**src/rtl/cmdw_pkg.sv**
```systemverilog
package cmdw_pkg;
  typedef enum logic [1:0] {
    PH_IDLE   = 2'd0,
    PH_FIXED  = 2'd1,
    PH_EXTEND = 2'd2
  } phase_t;
endpackage

```
**src/rtl/cmdw_wait_counter.sv**
```systemverilog
module cmdw_wait_counter #(
  parameter int CNT_W = 5
) (
  input  logic             clk,
  input  logic             rst,
  input  logic             load,
  input  logic [CNT_W-1:0] load_val,
  input  logic             run,
  output logic             zero
);
  logic [CNT_W-1:0] cnt_q;

  always_ff @(posedge clk) begin
    if (rst) begin
      cnt_q <= '0;
    end else if (load) begin
      cnt_q <= load_val;
    end else if (run && (cnt_q != '0)) begin
      cnt_q <= cnt_q - 1'b1;
    end
  end

  assign zero = (cnt_q == '0);
endmodule

```
**src/rtl/cmdw_ready_sync.sv**
```systemverilog
module cmdw_ready_sync #(
  parameter int STAGES = 2
) (
  input  logic clk,
  input  logic rst,
  input  logic clear,
  input  logic shift,
  input  logic async_sel,
  input  logic pin,
  output logic ready
);
  logic [STAGES-1:0] chain_q;

  generate
    if (STAGES == 1) begin : g_one
      always_ff @(posedge clk) begin
        if (rst || clear)  chain_q <= '0;
        else if (shift)    chain_q <= pin;
      end
    end else begin : g_many
      always_ff @(posedge clk) begin
        if (rst || clear)  chain_q <= '0;
        else if (shift)    chain_q <= {chain_q[STAGES-2:0], pin};
      end
    end
  endgenerate

  assign ready = async_sel ? chain_q[STAGES-1] : pin;
endmodule

```
**src/rtl/cmdw_strobe_reg.sv**
```systemverilog
module cmdw_strobe_reg (
  input  logic clk,
  input  logic rst,
  input  logic set,
  input  logic set_write,
  input  logic clr,
  output logic rd_n,
  output logic wr_n
);
  always_ff @(posedge clk) begin
    if (rst || clr) begin
      rd_n <= 1'b1;
      wr_n <= 1'b1;
    end else if (set) begin
      rd_n <= set_write;
      wr_n <= ~set_write;
    end
  end
endmodule

```
**src/rtl/cmd_wait_seq.sv**
```systemverilog
module cmd_wait_seq
  import cmdw_pkg::*;
#(
  parameter int WS_W        = 4,
  parameter int SYNC_STAGES = 2
) (
  input  logic            clk,
  input  logic            rst,
  input  logic            start_i,
  input  logic            is_write_i,
  input  logic [WS_W-1:0] ws_cnt_i,
  input  logic            rdy_en_i,
  input  logic            rdy_async_i,
  input  logic            rdy_pin_i,
  output logic            rd_n_o,
  output logic            wr_n_o,
  output logic            done_o
);
  localparam int CNT_W = WS_W + 1;

  phase_t     phase_q;
  logic       en_q, async_q, done_q;
  logic       take, cnt_zero, sync_rdy, decide, ok, finish;
  logic [CNT_W-1:0] load_val;

  assign take     = (phase_q == PH_IDLE) && start_i;
  assign load_val = {1'b0, ws_cnt_i} + CNT_W'(rdy_en_i & rdy_async_i);
  assign decide   = ((phase_q == PH_FIXED) && cnt_zero) || (phase_q == PH_EXTEND);
  assign ok       = ~en_q | sync_rdy;
  assign finish   = decide && ok;

  cmdw_wait_counter #(.CNT_W(CNT_W)) u_cnt (
    .clk      (clk),
    .rst      (rst),
    .load     (take),
    .load_val (load_val),
    .run      (phase_q == PH_FIXED),
    .zero     (cnt_zero)
  );

  cmdw_ready_sync #(.STAGES(SYNC_STAGES)) u_sync (
    .clk       (clk),
    .rst       (rst),
    .clear     (take),
    .shift     (phase_q != PH_IDLE),
    .async_sel (async_q),
    .pin       (rdy_pin_i),
    .ready     (sync_rdy)
  );

  cmdw_strobe_reg u_strb (
    .clk       (clk),
    .rst       (rst),
    .set       (take),
    .set_write (is_write_i),
    .clr       (finish),
    .rd_n      (rd_n_o),
    .wr_n      (wr_n_o)
  );

  always_ff @(posedge clk) begin
    if (rst) begin
      phase_q <= PH_IDLE;
      en_q    <= 1'b0;
      async_q <= 1'b0;
      done_q  <= 1'b0;
    end else begin
      done_q <= finish;
      unique case (phase_q)
        PH_IDLE: if (take) begin
          phase_q <= PH_FIXED;
          en_q    <= rdy_en_i;
          async_q <= rdy_async_i;
        end
        PH_FIXED: if (cnt_zero) phase_q <= ok ? PH_IDLE : PH_EXTEND;
        PH_EXTEND: if (ok) phase_q <= PH_IDLE;
        default: phase_q <= PH_IDLE;
      endcase
    end
  end

  assign done_o = done_q;
endmodule

```
**config.mk**
```make
export PLATFORM = sky130hd
export DESIGN_NAME = cmd_wait_seq
export DESIGN_NICKNAME = d
export VERILOG_FILES = /design/src/rtl/cmdw_pkg.sv /design/src/rtl/cmdw_wait_counter.sv /design/src/rtl/cmdw_ready_sync.sv /design/src/rtl/cmdw_strobe_reg.sv /design/src/rtl/cmd_wait_seq.sv
export SDC_FILE = /design/constraint.sdc
export NUM_CORES = 1
export LEC_CHECK = 0
export BUFFER_PORTS_ARGS = -buffer_cell sky130_fd_sc_hd__buf_2
export CAP_MARGIN = 20
export CORE_UTILIZATION = 39
export CTS_CLUSTER_SIZE = 14
export DETAILED_ROUTE_END_ITERATION = 8
export GPL_ROUTABILITY_DRIVEN = 0
export PLACE_DENSITY = 0.58
export SETUP_SLACK_MARGIN = 0.15
export SLEW_MARGIN = 20
export SYNTH_ARGS = -nofsm -noshare
export SYNTH_HDL_FRONTEND = slang
export SYNTH_HIERARCHICAL = 1
export SYNTH_SLANG_ARGS = --single-unit
```
**constraint.sdc**
```tcl
create_clock -name clk -period 5.6 [get_ports clk]
set_input_delay 0.84 -clock clk [delete_from_list [all_inputs] [get_ports clk]]
set_output_delay 0.84 -clock clk [all_outputs]
set_load 0.005 [all_outputs]
```
==> impl_metrics.yaml <==
cts:
  clock_latency_ns: 0.28
  htree_levels: 1
  clock_sinks: 14
  clk_pin_slew_ns: 0.09
  clockRootBuffer: "clkbuf_4"
  tritoncts: "built"
  cts_buffers: 3
  postCtsHoldBufs: 0
  cts-resized-gates: 0
  cts_buffer_depth: 2
  cts_post_setup_buffers_inserted: 0
global_routing:
  grt_pass1_wl_um: 2350
  grt_pass1_vias: 564
  grt_max_degree: 18
  grt.total_usage: 0.154
  antenna_found_initial: 0
  overflow: 0
final_layout:
  final.fill_count: 171
  multi_input_area_um2: 473
  utilization: 0.499
  area_growth_pct: 14.9
  seq_area_um2: 280
  antenna_cells_inserted: 0
  final_nets: 112
  final_cells: 122
  final_area_um2: 908
  drive_gt1_frac: 0.268
placed_design:
  dp_slack_ns: 3.13
  io_buffers: 13
  place_hpwl_um: 1010
  placed_area_um2: 872
  dp.cells: 118
logic_synthesis:
  async_flop_share: 0
  syn_nets: 96
  synth_edf_count: 0
  ys_seq_area_frac: 0.354
  yosysUniqueCellTypes: 36
  synthesis.area_um2: 791
  yosys_warnings: 6
  yosys.area.top_type_share: 0.354
  yosysTopAreaCell: "dfxtp_1"
  ys_ff_latch: 14
  synth_area_leaders: "dfxtp_1 (35%), mux2i_1 (5.1%), ha_1 (4.7%)"
  synth_cells: 82
  synth_ff_type: "dfxtp_1"
  synth.avg_cell_area_um2: 9.64
critical_path:
  reg2regPathDepth: 3
  critPathCaptureType: "register"
  reg2reg_to: "u_cnt/cnt_q[1]"
  critPathKind: "in -> reg"
  startpoint_type: "input port"
  r2r_start: "phase_q[0]"
  crit_start: "start_i"
  cp_max_fo: 16
  reg2reg_slack_ns: 3.64
  required_ns: 5.77
  arrival_ns: 2.35
power_and_ir_drop:
  seqPwrFrac: 0.464
  total_power_mw: 0.245
  switchingPower_mw: 0.0726
  p_per_area_nw_per_um2: 270
  p_comb_frac: 0.237
  power.leakage_nw: 0.380
  p_int_mw: 0.173
  p_sw_frac: 0.296
  clock_power_share: 0.299
  vdd_ir_drop_max_mv: 0.130
drt:
  wl_per_cell_um: 11.4
  wirelength_um: 1400
  ant_nets: 0
  vias: 624
  drc: 0
  drtIter0Drc: 2
  viasPerCell: 5.11
  drt_pass1_iterations: 4
status:
  status: "complete, no violations"
floorplanning:
  die_w_um: 47.0
  io_pins: 14
  fp.dieH_um: 47.0
  rows: 15
  die-area_um2: 2210
  initial_core_util: 0.434
  coreArea_um2: 1820
sta:
  setup_ws_ns: 3.43
  worst_pin_slew_ns: 1.13
  period_needed_ns: 2.17
  maxSlewViolCount: 0
  clock_skew_ns: 0.00254
  fmax_ghz: 0.460
  hold_slack_ns: 0.471
  setup_violations: 0
  rsz0062_at_grt: "false"
  hold_viol_final: 0
  relSlewSlack: 0.242
  fin_crit_sh: 0.388
  setup-tns-final_ns: 0
hold_path:
  min_path_cells: 2
  hold_class: "reg -> reg"
  hp-start: "en_q"
  whs_endpoint: "phase_q[1]"
flow_run:
  maxCapViolCount: 0
==> flip-flops by register name, summed over array words and instances, names as in the netlist <==
register	flops
u_cnt/cnt_q	5
phase_q	2
u_sync/chain_q	2
async_q	1
done_o	1
en_q	1
u_strb/rd_n	1
u_strb/wr_n	1
==> worst max-delay path, stage by stage <==
cell and delay, ns:
buf_2 0.08, nor3b_2 0.89, nor3_1 0.14, a311o_1 0.39
==> worst max path at each step <==
stage | to | slack [ns] | cells after the start
floorplan | u_cnt/cnt_q[1] | 3.50 | 4
global placement | u_cnt/cnt_q[1] | 3.18 | 4
detailed placement | u_cnt/cnt_q[1] | 3.13 | 4
CTS | u_cnt/cnt_q[1] | 3.45 | 4
global route | u_cnt/cnt_q[3] | 3.37 | 4
finish | u_cnt/cnt_q[1] | 3.43 | 4
==> placed cells by master (no fill, tap or decap), types with 2 or more instances in the layout <==
cell / synthesis / layout
a21oi_1: 3 / 3
ha_1: 3 / 3
mux2i_1: 4 / 4
nand3_1: 2 / 2
nor3_1: 4 / 4
buf_2: 0 / 13
a311oi_1: 2 / 2
nand2b_1: 6 / 6
clkbuf_4: 0 / 3
nor2b_1: 3 / 3
nor2_1: 7 / 7
nand2_1: 3 / 3
dfxtp_1: 14 / 14
inv_1: 6 / 6
a2111oi_2: 2 / 2
==> power groups by stage <==
stage / Combinational (mW) / Sequential, mW / Clock (mW)
CTS: 0.0584 / 0.114 / 0.0770
finish: 0.0581 / 0.114 / 0.0734
detailed placement: 0.0583 / 0.116 / 0
floorplan: 0.0473 / 0.115 / 0
global placement: 0.0580 / 0.116 / 0
global route: 0.0649 / 0.115 / 0.0810
==> cell type report <==
class                           count  area share
Tap cell                           25      0.0344
Timing Repair Buffer               13      0.0716
Sequential cell                    14       0.309
Inverter                            6      0.0248
Multi-Input combinational cell     60       0.521
Clock buffer                        4      0.0399
==> cell families after synthesis <==
family                   synth area share
adder cells (fa/ha/maj)            0.0475
flip-flops                          0.354
multiplexers                       0.0649
AO/OA/AOI/OAI                       0.187
buffers and inverters              0.0475
XOR/XNOR                           0.0222
AND/OR/NAND/NOR                     0.277
==> metal layers <==
layer	GRT usage	part of all wire	vias up
met3	0.0346	0.031	2
met2	0.242	0.48	11
met1	0.203	0.48	284
li1	-	-	327
met4	0.0686	0.0086	0
met5	0	0	-
==> cell usage after synthesis (all sizes together) (2+ instances only) <==
cell type  count
nor3           4
nand2          3
and2           2
nand3          2
a311oi         2
nor2           7
nor2b          3
dfxtp         14
nand3b         2
mux2i          4
nand2b         6
a2111oi        4
ha             3
a21oi          3
inv            6
and3           2
Power figures use the tool's default switching activity.
